$ cat src/rtl/uart_tx_pkg.sv
package uart_tx_pkg;

  // Ticks per bit time; stop lengths are expressed in these units.
  localparam int TICKS_PER_BIT = 16;
  // Counter wide enough for the longest stop period (32 ticks).
  localparam int TICK_CNT_W    = 6;
  localparam int RTS_CNT_W     = $clog2(TICKS_PER_BIT);

  typedef enum logic [2:0] {
    ST_IDLE  = 3'd0,
    ST_START = 3'd1,
    ST_DATA  = 3'd2,
    ST_PAR   = 3'd3,
    ST_STOP  = 3'd4
  } tx_state_e;

  typedef enum logic [1:0] {
    PAR_OFF     = 2'b00,
    PAR_EVEN    = 2'b01,
    PAR_ODD     = 2'b10,
    PAR_OFF_ALT = 2'b11
  } par_mode_e;

endpackage

$ cat src/rtl/uart_tx_stop_decode.sv
module uart_tx_stop_decode
  import uart_tx_pkg::*;
(
  input  logic [3:0]            code_i,
  input  logic                  short_char_i,
  output logic [TICK_CNT_W-1:0] last_tick_o
);

  localparam int PAD_W = TICK_CNT_W - 4;

  logic [TICK_CNT_W-1:0] code_ext;

  assign code_ext = {{PAD_W{1'b0}}, code_i};

  // Output is the index of the final stop tick (length minus one).
  always_comb begin
    if (short_char_i || code_i[3]) begin
      last_tick_o = code_ext + TICK_CNT_W'(16);
    end else begin
      last_tick_o = code_ext + TICK_CNT_W'(8);
    end
  end

endmodule

$ cat src/rtl/uart_tx_parity.sv
module uart_tx_parity
  import uart_tx_pkg::*;
#(
  parameter int MAX_BITS = 8
) (
  input  logic [MAX_BITS-1:0] data_i,
  input  logic [1:0]          len_sel_i,
  input  logic [1:0]          mode_i,
  output logic                par_en_o,
  output logic                par_bit_o
);

  localparam int MIN_BITS = 5;

  logic [MAX_BITS-1:0] mask;
  logic                odd_sum;

  generate
    for (genvar gi = 0; gi < MAX_BITS; gi++) begin : g_mask
      assign mask[gi] = (gi < MIN_BITS) ? 1'b1 :
                        (gi < (MIN_BITS + int'(len_sel_i)));
    end
  endgenerate

  assign odd_sum   = ^(data_i & mask);
  assign par_en_o  = (par_mode_e'(mode_i) == PAR_EVEN) ||
                     (par_mode_e'(mode_i) == PAR_ODD);
  assign par_bit_o = odd_sum ^ (par_mode_e'(mode_i) == PAR_ODD);

endmodule

$ cat src/rtl/uart_tx_shifter.sv
module uart_tx_shifter
  import uart_tx_pkg::*;
#(
  parameter int MAX_BITS = 8
) (
  input  logic                  clk,
  input  logic                  rst_n,
  input  logic                  tick_i,
  input  logic                  wr_en_i,
  input  logic [MAX_BITS-1:0]   wr_data_i,
  input  logic [1:0]            len_sel_i,
  input  logic                  cts_ok_i,
  input  logic                  par_en_i,
  input  logic                  par_bit_i,
  input  logic [TICK_CNT_W-1:0] stop_last_i,
  output logic [MAX_BITS-1:0]   hold_data_o,
  output logic                  txd_o,
  output logic                  thr_empty_o,
  output logic                  idle_o,
  output logic                  frame_done_o
);

  localparam int IDX_W = $clog2(MAX_BITS);
  localparam logic [TICK_CNT_W-1:0] BIT_LAST = TICK_CNT_W'(TICKS_PER_BIT - 1);
  localparam logic [IDX_W-1:0]      MIN_LAST = IDX_W'(4);

  tx_state_e             state_q, state_d;
  logic [TICK_CNT_W-1:0] cnt_q, cnt_d;
  logic [IDX_W-1:0]      idx_q, idx_d;
  logic [IDX_W-1:0]      last_q, last_d;
  logic [MAX_BITS-1:0]   shf_q, shf_d;
  logic [MAX_BITS-1:0]   hold_q, hold_d;
  logic                  full_q, full_d;
  logic                  par_en_q, par_en_d;
  logic                  par_bit_q, par_bit_d;
  logic [TICK_CNT_W-1:0] stop_last_q, stop_last_d;
  logic                  txd_q, txd_d;
  logic                  load;
  logic                  done;
  logic                  start_ok;

  assign start_ok = full_q && cts_ok_i;

  // Next-state logic
  always_comb begin
    state_d     = state_q;
    cnt_d       = cnt_q;
    idx_d       = idx_q;
    last_d      = last_q;
    shf_d       = shf_q;
    hold_d      = hold_q;
    par_en_d    = par_en_q;
    par_bit_d   = par_bit_q;
    stop_last_d = stop_last_q;
    load        = 1'b0;
    done        = 1'b0;

    unique case (state_q)
      ST_IDLE: begin
        if (tick_i && start_ok) load = 1'b1;
      end
      ST_START: begin
        if (tick_i) begin
          if (cnt_q == BIT_LAST) begin
            state_d = ST_DATA;
            cnt_d   = '0;
            idx_d   = '0;
          end else begin
            cnt_d = cnt_q + 1'b1;
          end
        end
      end
      ST_DATA: begin
        if (tick_i) begin
          if (cnt_q == BIT_LAST) begin
            cnt_d = '0;
            if (idx_q == last_q) begin
              state_d = par_en_q ? ST_PAR : ST_STOP;
            end else begin
              idx_d = idx_q + 1'b1;
            end
          end else begin
            cnt_d = cnt_q + 1'b1;
          end
        end
      end
      ST_PAR: begin
        if (tick_i) begin
          if (cnt_q == BIT_LAST) begin
            state_d = ST_STOP;
            cnt_d   = '0;
          end else begin
            cnt_d = cnt_q + 1'b1;
          end
        end
      end
      ST_STOP: begin
        if (tick_i) begin
          if (cnt_q == stop_last_q) begin
            if (start_ok) begin
              load = 1'b1;
            end else begin
              state_d = ST_IDLE;
              cnt_d   = '0;
              done    = 1'b1;
            end
          end else begin
            cnt_d = cnt_q + 1'b1;
          end
        end
      end
      default: begin
        state_d = ST_IDLE;
        cnt_d   = '0;
      end
    endcase

    // Capture character and its framing on start
    if (load) begin
      state_d     = ST_START;
      cnt_d       = '0;
      idx_d       = '0;
      shf_d       = hold_q;
      last_d      = IDX_W'(len_sel_i) + MIN_LAST;
      par_en_d    = par_en_i;
      par_bit_d   = par_bit_i;
      stop_last_d = stop_last_i;
    end

    full_d = load ? 1'b0 : full_q;
    if (wr_en_i) begin
      full_d = 1'b1;
      hold_d = wr_data_i;
    end

    unique case (state_d)
      ST_START: txd_d = 1'b0;
      ST_DATA:  txd_d = shf_d[idx_d];
      ST_PAR:   txd_d = par_bit_d;
      default:  txd_d = 1'b1;
    endcase
  end

  // Registers
  always_ff @(posedge clk or negedge rst_n) begin
    if (!rst_n) begin
      state_q     <= ST_IDLE;
      cnt_q       <= '0;
      idx_q       <= '0;
      last_q      <= '0;
      shf_q       <= '0;
      hold_q      <= '0;
      full_q      <= 1'b0;
      par_en_q    <= 1'b0;
      par_bit_q   <= 1'b0;
      stop_last_q <= '0;
      txd_q       <= 1'b1;
    end else begin
      state_q     <= state_d;
      cnt_q       <= cnt_d;
      idx_q       <= idx_d;
      last_q      <= last_d;
      shf_q       <= shf_d;
      hold_q      <= hold_d;
      full_q      <= full_d;
      par_en_q    <= par_en_d;
      par_bit_q   <= par_bit_d;
      stop_last_q <= stop_last_d;
      txd_q       <= txd_d;
    end
  end

  assign hold_data_o  = hold_q;
  assign txd_o        = txd_q;
  assign thr_empty_o  = !full_q;
  assign idle_o       = (state_q == ST_IDLE);
  assign frame_done_o = done;

endmodule

$ cat src/rtl/uart_tx_rts_ctrl.sv
module uart_tx_rts_ctrl
  import uart_tx_pkg::*;
(
  input  logic clk,
  input  logic rst_n,
  input  logic tick_i,
  input  logic set_i,
  input  logic auto_en_i,
  input  logic frame_done_i,
  input  logic wr_en_i,
  input  logic drained_i,
  output logic rts_o
);

  localparam logic [RTS_CNT_W-1:0] WAIT_LAST = RTS_CNT_W'(TICKS_PER_BIT - 1);

  logic                 rts_q, rts_d;
  logic                 armed_q, armed_d;
  logic [RTS_CNT_W-1:0] cnt_q, cnt_d;

  always_comb begin
    rts_d   = rts_q;
    armed_d = armed_q;
    cnt_d   = cnt_q;

    if (frame_done_i && auto_en_i) begin
      armed_d = 1'b1;
      cnt_d   = '0;
    end else if (armed_q) begin
      if (wr_en_i || !drained_i || !auto_en_i) begin
        armed_d = 1'b0;
      end else if (tick_i) begin
        if (cnt_q == WAIT_LAST) begin
          armed_d = 1'b0;
          rts_d   = 1'b0;
        end else begin
          cnt_d = cnt_q + 1'b1;
        end
      end
    end

    if (set_i) rts_d = 1'b1;
  end

  always_ff @(posedge clk or negedge rst_n) begin
    if (!rst_n) begin
      rts_q   <= 1'b0;
      armed_q <= 1'b0;
      cnt_q   <= '0;
    end else begin
      rts_q   <= rts_d;
      armed_q <= armed_d;
      cnt_q   <= cnt_d;
    end
  end

  assign rts_o = rts_q;

endmodule

$ cat src/rtl/uart_tx_fc.sv
module uart_tx_fc
  import uart_tx_pkg::*;
#(
  parameter int MAX_BITS = 8
) (
  input  logic                clk,
  input  logic                rst_n,
  input  logic                tick16,
  input  logic                wr_en,
  input  logic [MAX_BITS-1:0] wr_data,
  output logic                thr_empty,
  input  logic [1:0]          char_len,
  input  logic [1:0]          par_mode,
  input  logic [3:0]          stop_code,
  input  logic                cts_en,
  input  logic                rts_en,
  input  logic                cts_i,
  input  logic                rts_set,
  output logic                rts_o,
  output logic                txd
);

  logic [1:0]            rst_pipe;
  logic                  rst_n_s;
  logic [TICK_CNT_W-1:0] stop_last;
  logic [MAX_BITS-1:0]   hold_data;
  logic                  par_en;
  logic                  par_bit;
  logic                  sh_idle;
  logic                  frame_done;
  logic                  cts_ok;
  logic                  rts_auto;

  // Reset: asserted asynchronously, released on the clock
  always_ff @(posedge clk or negedge rst_n) begin
    if (!rst_n) rst_pipe <= 2'b00;
    else        rst_pipe <= {rst_pipe[0], 1'b1};
  end
  assign rst_n_s = rst_pipe[1];

  assign cts_ok   = !cts_en || cts_i;
  // Clear-to-send gating takes precedence over automatic RTS
  assign rts_auto = rts_en && !cts_en;

  uart_tx_stop_decode u_stop (
    .code_i       (stop_code),
    .short_char_i (char_len == 2'b00),
    .last_tick_o  (stop_last)
  );

  uart_tx_parity #(.MAX_BITS(MAX_BITS)) u_par (
    .data_i    (hold_data),
    .len_sel_i (char_len),
    .mode_i    (par_mode),
    .par_en_o  (par_en),
    .par_bit_o (par_bit)
  );

  uart_tx_shifter #(.MAX_BITS(MAX_BITS)) u_shf (
    .clk          (clk),
    .rst_n        (rst_n_s),
    .tick_i       (tick16),
    .wr_en_i      (wr_en),
    .wr_data_i    (wr_data),
    .len_sel_i    (char_len),
    .cts_ok_i     (cts_ok),
    .par_en_i     (par_en),
    .par_bit_i    (par_bit),
    .stop_last_i  (stop_last),
    .hold_data_o  (hold_data),
    .txd_o        (txd),
    .thr_empty_o  (thr_empty),
    .idle_o       (sh_idle),
    .frame_done_o (frame_done)
  );

  uart_tx_rts_ctrl u_rts (
    .clk          (clk),
    .rst_n        (rst_n_s),
    .tick_i       (tick16),
    .set_i        (rts_set),
    .auto_en_i    (rts_auto),
    .frame_done_i (frame_done),
    .wr_en_i      (wr_en),
    .drained_i    (sh_idle && thr_empty),
    .rts_o        (rts_o)
  );

endmodule

$ cat config.mk
export PLATFORM = sky130hd
export DESIGN_NAME = uart_tx_fc
export DESIGN_NICKNAME = d
export VERILOG_FILES = /design/src/rtl/uart_tx_pkg.sv /design/src/rtl/uart_tx_stop_decode.sv /design/src/rtl/uart_tx_parity.sv /design/src/rtl/uart_tx_shifter.sv /design/src/rtl/uart_tx_rts_ctrl.sv /design/src/rtl/uart_tx_fc.sv
export SDC_FILE = /design/constraint.sdc
export NUM_CORES = 1
export LEC_CHECK = 0
export BUFFER_PORTS_ARGS = -buffer_cell sky130_fd_sc_hd__buf_2
export CAP_MARGIN = 30
export CELL_PAD_IN_SITES_DETAIL_PLACEMENT = 1
export CELL_PAD_IN_SITES_GLOBAL_PLACEMENT = 2
export CORE_MARGIN = 2
export CORE_UTILIZATION = 38
export DETAILED_ROUTE_END_ITERATION = 12
export GPL_ROUTABILITY_DRIVEN = 0
export MAX_ROUTING_LAYER = met4
export PLACE_DENSITY = 0.85
export SLEW_MARGIN = 25
export SYNTH_ARGS = -nofsm -noshare
export SYNTH_HDL_FRONTEND = slang
export SYNTH_SLANG_ARGS = --single-unit
$ cat constraint.sdc
create_clock -name clk -period 2.1 [get_ports clk]
set_clock_uncertainty 0.1 [all_clocks]
set_input_delay 0.21 -clock clk [delete_from_list [all_inputs] [get_ports clk]]
set_output_delay 0.21 -clock clk [all_outputs]
set_load 0.02 [all_outputs]
==> metrics.md, run 1 <==
| Metric | Value |
|---|---|
| Status | `finished with violations` |
| Violated checks | `setup timing` |
| Max-cap violations | `0` |
| Final WL | `6.145 mm` |
| Synth top area share | `0.4784` |
| Die H | `84.44 µm` |
| Initial Util | `0.3894` |
| Most frequent cells in the layout | `dfrtp_1, buf_4, buf_2, mux2_2, nor2_1` |
| Vias/cell | `5.370` |
| Worst Setup SP | `u_shf.cnt_q[4]` |
| Hpwl dp | `4.478 mm` |
| Worst path required time | `2250 ps` |
| Slew @ Worst Pin | `621.7 ps` |
| Port bufs | `26` |
| Clock Root Buffer | `clkbuf_8` |
| Final Cycle Share | `1.101` |
| Maximum ir drop on the vdd rail | `0.5096 mV` |
| Synth-to-layout area growth | `32.16%` |
| Clock Sinks | `48` |
| FF+latch count, synth | `48` |
| Die area | `0.007129 mm²` |
| Synth cell types | `54` |
| Wire length per cell | `16.26 µm` |
| Crit-path max cell delay | `420 ps` |
| CTS tree | `yes` |
| Bufs on Longest Clock Path | `2` |
| Layout cells sized above 1 | `0.4252` |
| CP Capture Point | `u_shf.txd_o` |
| CP cell instances | `buf_6 -> nand4b_4 -> nor3_4 -> a31oi_2 -> a2bb2oi_2 -> or2_4 -> a211o_1 -> a41o_1 -> o21ai_2` |
| Reg2reg setup slack | `-210 ps` |
| Ys flop type | `dfrtp_1` |
| Area contributors post-synth | `dfrtp_1, mux2_2, xnor2_1` |
| Mapped Area | `0.002459 mm²` |
| Htree depth | `2` |
| Cts bufs inserted | `5` |
| Seq/Total Area, Yosys | `0.4891` |
| Total Routing Usage GR | `0.1876` |
| Max FO, Critical Path | `5` |
| Pwr dens | `1036 mW/mm²` |
| Mapped Nets | `257` |
| IO Count | `27` |
| Leakage | `1.497 nW` |
| Worst hold slack | `34.97 ps` |
| DR pass1 iterations | `4` |
| Synth Area per Inst | `10.74 µm²` |
| Fmax | `0.4324 GHz` |
| Final nets | `328` |
| Crit path DAT | `2460 ps` |
| Placed Area | `0.002972 mm²` |
| Yosys top cell by area | `dfrtp_1` |
| First-pass GRT wire length | `10.36 mm` |
| Vias | `2030` |
| Clock slew at reported path FFs | `90 ps` |
| Initial antenna violation count | `0` |
| Drc violations | `0` |
| RSZ-0062 raised after global routing | `true` |
| Cells on worst reg2reg path | `9` |
| Fillers | `731` |
| Number of synthesized flops with an enable pin | `0` |
| Standard-cell rows | `29` |
| Core area | `0.006314 mm²` |
| Relative slew slack | `0.5856` |
| Crit start category | `flip-flop` |
| Critical path type | `reg -> reg` |
| Final Cell Area | `0.003249 mm²` |
| FFs w/ async S/R, synth | `1.000` |
| Pin count of the biggest net entering global routing | `27` |
| Final setup viols | `2` |
| Vias in the first global route | `2167` |
| Commonest non-fill, non-tap cell in the layout | `dfrtp_1` |
| Tmin final | `2313 ps` |
| First DRT Iteration DRCs | `89` |
| Final Max Slew Viols | `0` |
| R2R Path Start | `u_shf.cnt_q[4]` |
| Mapped Cells | `229` |
| Slowest cell on crit path | `dfrtp_1` |
| Yosys Warn Count | `0` |
| Design Power | `3.366 mW` |
| Hold Violations, Final | `0` |
| Ant. Diodes | `0` |
| Tightest Hold Check Type | `in -> reg` |
| Die width | `84.44 µm` |
| TNS Setup | `-228.8 ps` |
| Worst skew pair latency | `310 ps` |
| Gr ovfl total | `0` |
| Antenna violation net count after detailed routing | `0` |
| Critical R2R Capture | `u_shf.txd_o` |
| Critical Path End Type | `flip-flop` |
| Final setup margin | `-212.8 ps` |
state kept, by name, summed over array words and instances, names as in the netlist:
signal,cells
u_shf.hold_data_o,8
u_shf.shf_q,8
u_shf.cnt_q,6
u_shf.stop_last_q,5
u_rts.cnt_q,4
u_shf.idx_q,3
u_shf.last_q,3
u_shf.state_q,3
rst_pipe,2
u_rts.armed_q,1
u_rts.rts_o,1
u_shf.full_q,1
u_shf.par_bit_q,1
u_shf.par_en_q,1
u_shf.txd_o,1
cell families (layout without fill, tap and decap cells):
group           count (synthesis)  after routing  synth area share
compound gates                 49             49            0.1354
xor+xnor                       18             18           0.06412
fa+ha+maj                       4              4           0.02036
buf+inv                        18             90           0.02901
flops                          48             48            0.4891
mux                            24             24            0.1089
other cells                     1              1          0.001525
simple gates                   67             67            0.1517
worst min-delay path by stage:
stage / to / cells after the start / slack (ps) / from
3_5_place_dp: rst_pipe[0] / 1 / -100 / rst_n
2_1_floorplan: rst_pipe[0] / 0 / -190 / rst_n
4_1_cts: u_shf.hold_data_o[5] / 2 / 20 / wr_data[5]
5_1_grt: u_shf.stop_last_q[0] / 2 / 40 / stop_code[0]
6_report: u_shf.hold_data_o[3] / 2 / 30 / wr_data[3]
3_3_place_gp: rst_pipe[0] / 1 / -110 / rst_n
timing repair:
action | CTS | global route
hold buffers | 2 | 0
buffers inserted | 3 | 3
gates resized for setup | 8 | 10
endpoints found under the hold margin | 3 | 0
pin swaps | 5 | 9
endpoints found under the setup margin | 4 | 9
gates cloned | 0 | 1
cells in the mapped netlist, drive strengths merged, types with 4 or more instances:
cell type / instances
mux2: 22
xor2: 7
nand4: 4
nor2: 18
nand3: 5
or2: 4
a31oi: 7
nor3: 7
a21oi: 9
nand2: 12
inv: 10
dfrtp: 47
clkbuf: 5
ha: 4
xnor2: 11
o21ai: 11
power by group:
part | leakage, nW | switching, mW | total [mW] | internal (mW)
clock | 0.0645 | 0.315 | 0.735 | 0.420
combinational | 0.856 | 0.584 | 1.24 | 0.658
sequential | 0.577 | 0.203 | 1.39 | 1.19
critical path, delay by kind of cell (launching register included):
kind	cells	cell delay (ps)
AOI/OAI and AO/OA	5	890
DFF	1	420
and+or+nand+nor	3	710
buffers and inverters	1	130
stage by stage:
step	util	instances	worst slack, ps
after floorplan	-	229	-109.9
after global placement	0.4707	361	-291.7
after detailed placement	0.4707	361	-255.5
after CTS	0.5036	374	-244.1
after global routing	0.5147	378	-328.2
final	0.5147	378	-212.8
routing by layer:
metal	part of all wire	wire [µm]	GRT usage	up-vias
met1	0.42	2562	0.2201	1025
li1	-	-	-	965
met5	0	0	-	-
met2	0.54	3334	0.3283	32
met4	0.015	94	0.05916	0
met3	0.025	153	0.03245	8
final cells by class:
| class | count | area [µm²] | area share |
|---|---|---|---|
| well taps | 77 | 96.34 | 0.02965 |
| repair buffers | 72 | 498.0 | 0.1533 |
| inverters | 10 | 37.54 | 0.01155 |
| clock buffers | 7 | 96.34 | 0.02965 |
| flip-flops and latches | 48 | 1207 | 0.3716 |
| multi-input cells | 163 | 1284 | 0.3951 |
| clock inverters | 1 | 30.03 | 0.009241 |
Power figures use the tool's default switching activity.
==> run 2: changes to the inputs <==
--- a/config.mk
+++ b/config.mk
@@ -10,11 +10,11 @@
 export CELL_PAD_IN_SITES_DETAIL_PLACEMENT = 1
 export CELL_PAD_IN_SITES_GLOBAL_PLACEMENT = 2
 export CORE_MARGIN = 2
-export CORE_UTILIZATION = 38
+export CORE_UTILIZATION = 32
 export DETAILED_ROUTE_END_ITERATION = 12
 export GPL_ROUTABILITY_DRIVEN = 0
 export MAX_ROUTING_LAYER = met4
-export PLACE_DENSITY = 0.85
+export PLACE_DENSITY = 0.74
 export SLEW_MARGIN = 25
 export SYNTH_ARGS = -nofsm -noshare
 export SYNTH_HDL_FRONTEND = slang
==> run 2 against run 1 <==
The run still ends with setup timing left; clock power decreased by 9.4%; global-route usage down 3.0 points; register-to-register slack worse by 50 ps; non-clock buffer count grew 6; cell area rose by 3.8%; core utilization is 5.5 points lower; worst hold slack worse by 9.9 ps; flip-flop and latch count stayed put; sequential power about the same; cell count rose by 7.4%.
==> metrics.md, run 2 (same netlist as run 1, synthesis figures left out) <==
| Metric | Value |
|---|---|
| IO Count | `27 (unchanged)` |
| Crit-path max cell delay | `420 ps (about the same)` |
| First-pass GRT wire length | `10.25 mm (-1.1%)` |
| Clock Root Buffer | `clkbuf_8` |
| CP cell instances | `or3b_4 -> nor3_4 -> a31oi_1 -> a2bb2oi_2 -> or2_4 -> a211o_1 -> a41o_1 -> o21ai_2` |
| Bufs on Longest Clock Path | `2 (unchanged)` |
| Maximum ir drop on the vdd rail | `0.4597 mV (-9.8%)` |
| DR pass1 iterations | `4 (unchanged)` |
| Slew @ Worst Pin | `543.8 ps (-77.84 ps)` |
| RSZ-0062 raised after global routing | `true` |
| Wire length per cell | `15.44 µm (-5.0%)` |
| Initial antenna violation count | `0 (unchanged)` |
| Vias/cell | `4.958 (-7.7%)` |
| Top Family by Delay on Critical Path | `compound AO/OA/AOI/OAI gates` |
| Die H | `91.66 µm (+8.6%)` |
| Final Cycle Share | `1.127 (+0.02554)` |
| Relative slew slack | `0.6375 (+0.05189)` |
| Die width | `91.66 µm (+8.6%)` |
| Fmax | `0.4226 GHz (-2.3%)` |
| Final setup margin | `-266.5 ps (-53.64 ps)` |
| Clock Sinks | `48 (unchanged)` |
| Hold Violations, Final | `0 (unchanged)` |
| Initial Util | `0.3354 (-0.05404)` |
| Pin count of the biggest net entering global routing | `25 (-7.4%)` |
| Post-place setup slack | `-320.1 ps (-64.56 ps)` |
| Htree depth | `2 (unchanged)` |
| Tightest Hold Check Type | `in -> reg` |
| Clock slew at reported path FFs | `90 ps (about the same)` |
| Antenna violation net count after detailed routing | `0 (unchanged)` |
| Status | `finished with violations` |
| Port bufs | `26 (unchanged)` |
| Critical path type | `reg -> reg` |
| Layout cells sized above 1 | `0.4397 (+0.01449)` |
| Vias | `2013 (-0.84%)` |
| Crit start category | `flip-flop` |
| Pwr dens | `1000 mW/mm² (-3.5%)` |
| Vias in the first global route | `2085 (-3.8%)` |
| Worst skew pair latency | `310 ps (about the same)` |
| Core area | `0.007331 mm² (+16%)` |
| Violated checks | `setup timing` |
| Leakage | `1.542 nW (+3.0%)` |
| Max-cap violations | `0 (unchanged)` |
| First DRT Iteration DRCs | `106 (+19%)` |
| Final nets | `334 (+1.8%)` |
| Synth-to-layout area growth | `37.15%` |
| Most frequent cells in the layout | `dfrtp_1, buf_4, buf_2, nor2_1, mux2_2` |
| Ant. Diodes | `0 (unchanged)` |
| Drc violations | `0 (unchanged)` |
| Cts bufs inserted | `5 (unchanged)` |
| Crit path DAT | `2510 ps (+50 ps)` |
| CTS tree | `yes` |
| Final setup viols | `5 (+3)` |
| Commonest non-fill, non-tap cell in the layout | `dfrtp_1` |
| Standard-cell rows | `31 (+6.9%)` |
| Placed cells | `383 (+6.1%)` |
| Final WL | `6.267 mm (+2.0%)` |
| Gr ovfl total | `0 (unchanged)` |
| Final Max Slew Viols | `0 (unchanged)` |
| Fin cells | `406 (+7.4%)` |
| Slowest cell on crit path | `or3b_4` |
| Worst path required time | `2240 ps (about the same)` |
| Max FO, Critical Path | `4 (-1)` |
| Die area | `0.008401 mm² (+18%)` |
| Hpwl dp | `4.615 mm (+3.1%)` |
| Tmin final | `2366 ps (+53.64 ps)` |
| CP bufs+invs | `0 (-1)` |
| Total Routing Usage GR | `0.1572 (-0.03037)` |
| Critical Path End Type | `flip-flop` |
## run 2: cell count changes in the layout (fill, tap and decap cells not counted), moves of 2 or more
cell and change:
mux2_4 +8, mux2_2 -7, buf_6 +5, clkbuf_8 -2
## run 2: routing by layer
metal | GRT usage | vias up | part of all wire
met3 | 0.03122 | 5 | 0.025
met2 | 0.2647 | 25 | 0.52
li1 | - | 970 | -
met5 | - | - | 0
met4 | 0.03788 | 0 | 0.010
met1 | 0.1951 | 1013 | 0.45
## run 2: what timing repair did
action	in CTS	in global routing
setup buffers	5	10
gates cloned	0	0
gates resized for setup	10	27
hold endpoints to repair	3	0
setup endpoints to repair	9	17
hold buffers	2	0
pin swaps	7	12
## run 2: layout make-up
| type | instances | area, µm² |
|---|---|---|
| clock inverters | 2 | 35.03 |
| inverters | 10 | 37.54 |
| well taps | 99 | 123.9 |
| clock buffers | 6 | 72.57 |
| flip-flops and latches | 48 | 1209 |
| repair buffers | 78 | 584.3 |
| multi-input cells | 163 | 1310 |
| fillers | 827 | 3959 |
## run 2: worst reg2reg max path, cell delays in order, from the launching register on
cell	delay [ps]
dfrtp_1	390
or3b_4	420
nor3_4	210
a31oi_1	130
a2bb2oi_2	170
or2_4	260
a211o_1	260
a41o_1	240
o21ai_2	130
## run 2: power breakdown
group,internal (mW),leakage [nW],switching [mW]
combinational,0.721,0.913,0.587
sequential,1.19,0.574,0.211
clock,0.354,0.0552,0.313
total,2.26,1.54,1.11
## run 2: per-stage QoR
stage / util / power (mW) / TNS, ps / hold WS [ps] / instance area [µm²]
finish: 0.4600 / 3.372 / -540.1 / 25.06 / 3372
global route: 0.4600 / 3.610 / -1226 / 18.15 / 3372
CTS: 0.4356 / 3.284 / -335.8 / 21.99 / 3193
detailed placement: 0.4091 / 2.526 / -620.0 / -104.4 / 2999
global placement: 0.4091 / 2.478 / -534.4 / -103.7 / 2999
floorplan: - / 2.054 / -109.9 / -185.6 / 2494
## run 2: path summary, 6_finish.rpt
check                           slack (ps)           start                    to  cells after the start
worst min-delay path                    30      wr_data[5]  u_shf.hold_data_o[5]                      2
min in group asynchronous              110           rst_n           rst_pipe[1]                      2
worst max register to register        -270  u_shf.cnt_q[5]           u_shf.txd_o                      8
worst max-delay path                  -270  u_shf.cnt_q[5]           u_shf.txd_o                      8
worst min register to register         160     rst_pipe[1]  u_shf.hold_data_o[6]                      0
max in group asynchronous             1200     rst_pipe[1]      u_shf.state_q[1]                      1
==> run 3: changes to the inputs <==
--- a/config.mk
+++ b/config.mk
@@ -9,6 +9,7 @@
 export CAP_MARGIN = 30
 export CELL_PAD_IN_SITES_DETAIL_PLACEMENT = 1
 export CELL_PAD_IN_SITES_GLOBAL_PLACEMENT = 2
+export CORE_ASPECT_RATIO = 1.1
 export CORE_MARGIN = 2
 export CORE_UTILIZATION = 32
 export DETAILED_ROUTE_END_ITERATION = 12
==> run 3 against run 2 <==
The run still ends with setup timing left; register-to-register slack hardly changed; cell area up 0.74%; critical path depth is 1 higher; first-iteration DRC count up 24%; sequential share of layout area shrank 0.30 points; global-route usage rose by 1.2 points; cell count up 2.5%; via count up 1.5%; routed wire length is 5.2% higher.
==> metrics.md, run 3 (same netlist as run 1, synthesis figures left out) <==
| Metric | Value |
|---|---|
| Critical Path End Type | `flip-flop` |
| CTS tree | `yes` |
| Leakage | `1.544 nW (+0.13%)` |
| Top Family by Delay on Critical Path | `simple AND/OR/NAND/NOR gates` |
| Design Power | `3.474 mW (+3.0%)` |
| CP cell instances | `buf_12 -> ha_4 -> nand4b_4 -> or3b_4 -> or4_4 -> a21oi_4 -> or2_4 -> a41o_1 -> o21ai_2` |
| Vias in the first global route | `2178 (+4.5%)` |
| Die H | `95.93 µm (+4.7%)` |
| Hold Violations, Final | `0 (unchanged)` |
| TNS Setup | `-824.9 ps (-284.7 ps)` |
| CP bufs+invs | `1 (+1)` |
| Bufs on Longest Clock Path | `2 (unchanged)` |
| First-pass GRT wire length | `10.69 mm (+4.3%)` |
| Crit start category | `flip-flop` |
| Final Max Slew Viols | `0 (unchanged)` |
| Most frequent cells in the layout | `buf_4, dfrtp_1, buf_2, mux2_2, nor2_1` |
| Die area | `0.008401 mm² (about the same)` |
| Cts bufs inserted | `5 (unchanged)` |
| Total Routing Usage GR | `0.1690 (+0.01181)` |
| Maximum ir drop on the vdd rail | `0.4793 mV (+4.3%)` |
| Critical path type | `reg -> reg` |
| Clock slew at reported path FFs | `100 ps (about the same)` |
| Crit-path max cell delay | `450 ps (+30 ps)` |
| Initial antenna violation count | `0 (unchanged)` |
| Final setup viols | `12 (+7)` |
| Vias | `2044 (+1.5%)` |
| Max FO, Critical Path | `5 (+1)` |
| Final core utilization | `0.4545 (-0.005431)` |
| Post-place setup slack | `-223.0 ps (+97.05 ps)` |
| Int Power | `2.243 mW (-0.85%)` |
| Fin cells | `416 (+2.5%)` |
| Htree depth | `2 (unchanged)` |
| Slowest cell on crit path | `or4_4` |
| Clock Sinks | `48 (unchanged)` |
| IO Count | `27 (unchanged)` |
| Final WL | `6.591 mm (+5.2%)` |
| Ant. Diodes | `0 (unchanged)` |
| Top layer reached by signal wires | `met4` |
| Status | `finished with violations` |
| Switching power total | `1.231 mW (+11%)` |
| Tightest Hold Check Type | `in -> reg` |
| Gr ovfl total | `0 (unchanged)` |
| Worst skew pair latency | `310 ps (about the same)` |
| Port bufs | `26 (unchanged)` |
| Hpwl dp | `4.727 mm (+2.4%)` |
| Synth-to-layout area growth | `38.17%` |
| Vias/cell | `4.913 (-0.90%)` |
| First DRT Iteration DRCs | `131 (+24%)` |
| Standard-cell rows | `33 (+6.5%)` |
| Clock Power Share | `0.166 (-0.032)` |
| RSZ-0062 raised after global routing | `true` |
| Violated checks | `setup timing` |
| Final nets | `338 (+1.2%)` |
| Layout cells sized above 1 | `0.4662 (+0.02650)` |
| Initial Util | `0.3290 (-0.006401)` |
| Final Cycle Share | `1.125 (-0.001690)` |
| Sequential Power Share | `0.406 (-0.009)` |
| Die width | `87.58 µm (-4.5%)` |
| Pwr dens | `1023 mW/mm² (+2.2%)` |
| DR pass1 iterations | `4 (unchanged)` |
| Routed wl met3 | `180 µm (+13%)` |
| Max-cap violations | `0 (unchanged)` |
| Antenna violation net count after detailed routing | `0 (unchanged)` |
| Comb pwr share | `0.428 (+0.040)` |
| Crit path DAT | `2500 ps (about the same)` |
| Core area | `0.007473 mm² (+1.9%)` |
| Fmax | `0.4232 GHz (+0.15%)` |
| Commonest non-fill, non-tap cell in the layout | `buf_4` |
| Worst path required time | `2240 ps (about the same)` |
| Sw Share | `0.3543 (+0.02508)` |
| Clock Root Buffer | `clkbuf_8` |
| DR WL met2 | `3.576 mm (+10%)` |
| Final setup margin | `-262.9 ps (+3.549 ps)` |
| Wire length per cell | `15.84 µm (+2.6%)` |
| Pin count of the biggest net entering global routing | `18 (-28%)` |
| Drc violations | `0 (unchanged)` |
| Tmin final | `2363 ps (-3.549 ps)` |
| M1 wire length | `2.764 mm (-1.5%)` |
| Fillers | `841 (+1.7%)` |
| Placed cells | `392 (+2.3%)` |
==> run 3: cell count changes in the layout (fill, tap and decap cells not counted), moves of 2 or more <==
cell	delta
buf_4	+7
buf_6	-2
mux2_2	+2
mux2_4	-3
o21ai_0	-6
o21ai_1	+5
==> run 3: routing by layer <==
layer  track usage  vias up
li1              -      985
met1        0.1998     1024
met2        0.3011       27
met3       0.03087        8
met4       0.03462        0
met5             -        -
==> run 3: worst paths after layout <==
path	startpoint	to	slack, ps	cells after the start
max	u_shf.cnt_q[0]	u_shf.txd_o	-260	9
min	wr_data[7]	u_shf.hold_data_o[7]	20	2
max reg2reg	u_shf.cnt_q[0]	u_shf.txd_o	-260	9
min reg2reg	rst_pipe[1]	u_shf.stop_last_q[4]	70	0
max in group asynchronous	rst_pipe[1]	u_shf.txd_o	1210	1
min in group asynchronous	rst_pipe[1]	u_shf.stop_last_q[4]	70	0
==> run 3: metrics by stage <==
step / hold slack, ps / instance area, µm²
after floorplan: -185.6 / 2494
after global placement: -104.2 / 3017
after detailed placement: -99.55 / 3017
after CTS: 23.29 / 3258
after global routing: 14.46 / 3397
final: 24.66 / 3397
==> run 3: power by group through the flow <==
| stage | combinational (mW) | sequential, mW | clock [mW] |
|---|---|---|---|
| 4_1_cts | 1.26 | 1.41 | 0.582 |
| 3_5_place_dp | 1.13 | 1.40 | 0 |
| 3_3_place_gp | 1.09 | 1.39 | 0 |
| 2_1_floorplan | 0.675 | 1.38 | 0 |
| 6_report | 1.49 | 1.41 | 0.575 |
| 5_1_grt | 1.62 | 1.45 | 0.628 |
==> run 3: layout make-up <==
cell class | count | area [µm²] | share of cell area
clock inverter | 3 | 21.27 | 0.006262
inverter | 10 | 37.54 | 0.01105
timing repair buffer | 82 | 594.3 | 0.1750
tap | 105 | 131.4 | 0.03867
clock buffer | 5 | 68.82 | 0.02026
sequential | 48 | 1207 | 0.3554
multi-input combinational | 163 | 1336 | 0.3934
==> run 3: what timing repair did <==
| item | CTS | global route |
|---|---|---|
| setup buffers | 6 | 7 |
| endpoints found under the setup margin | 12 | 16 |
| endpoints found under the hold margin | 3 | 0 |
| hold buffers | 2 | 0 |
| gates resized for setup | 16 | 27 |
| cloned | 1 | 0 |
| pin swaps | 4 | 14 |
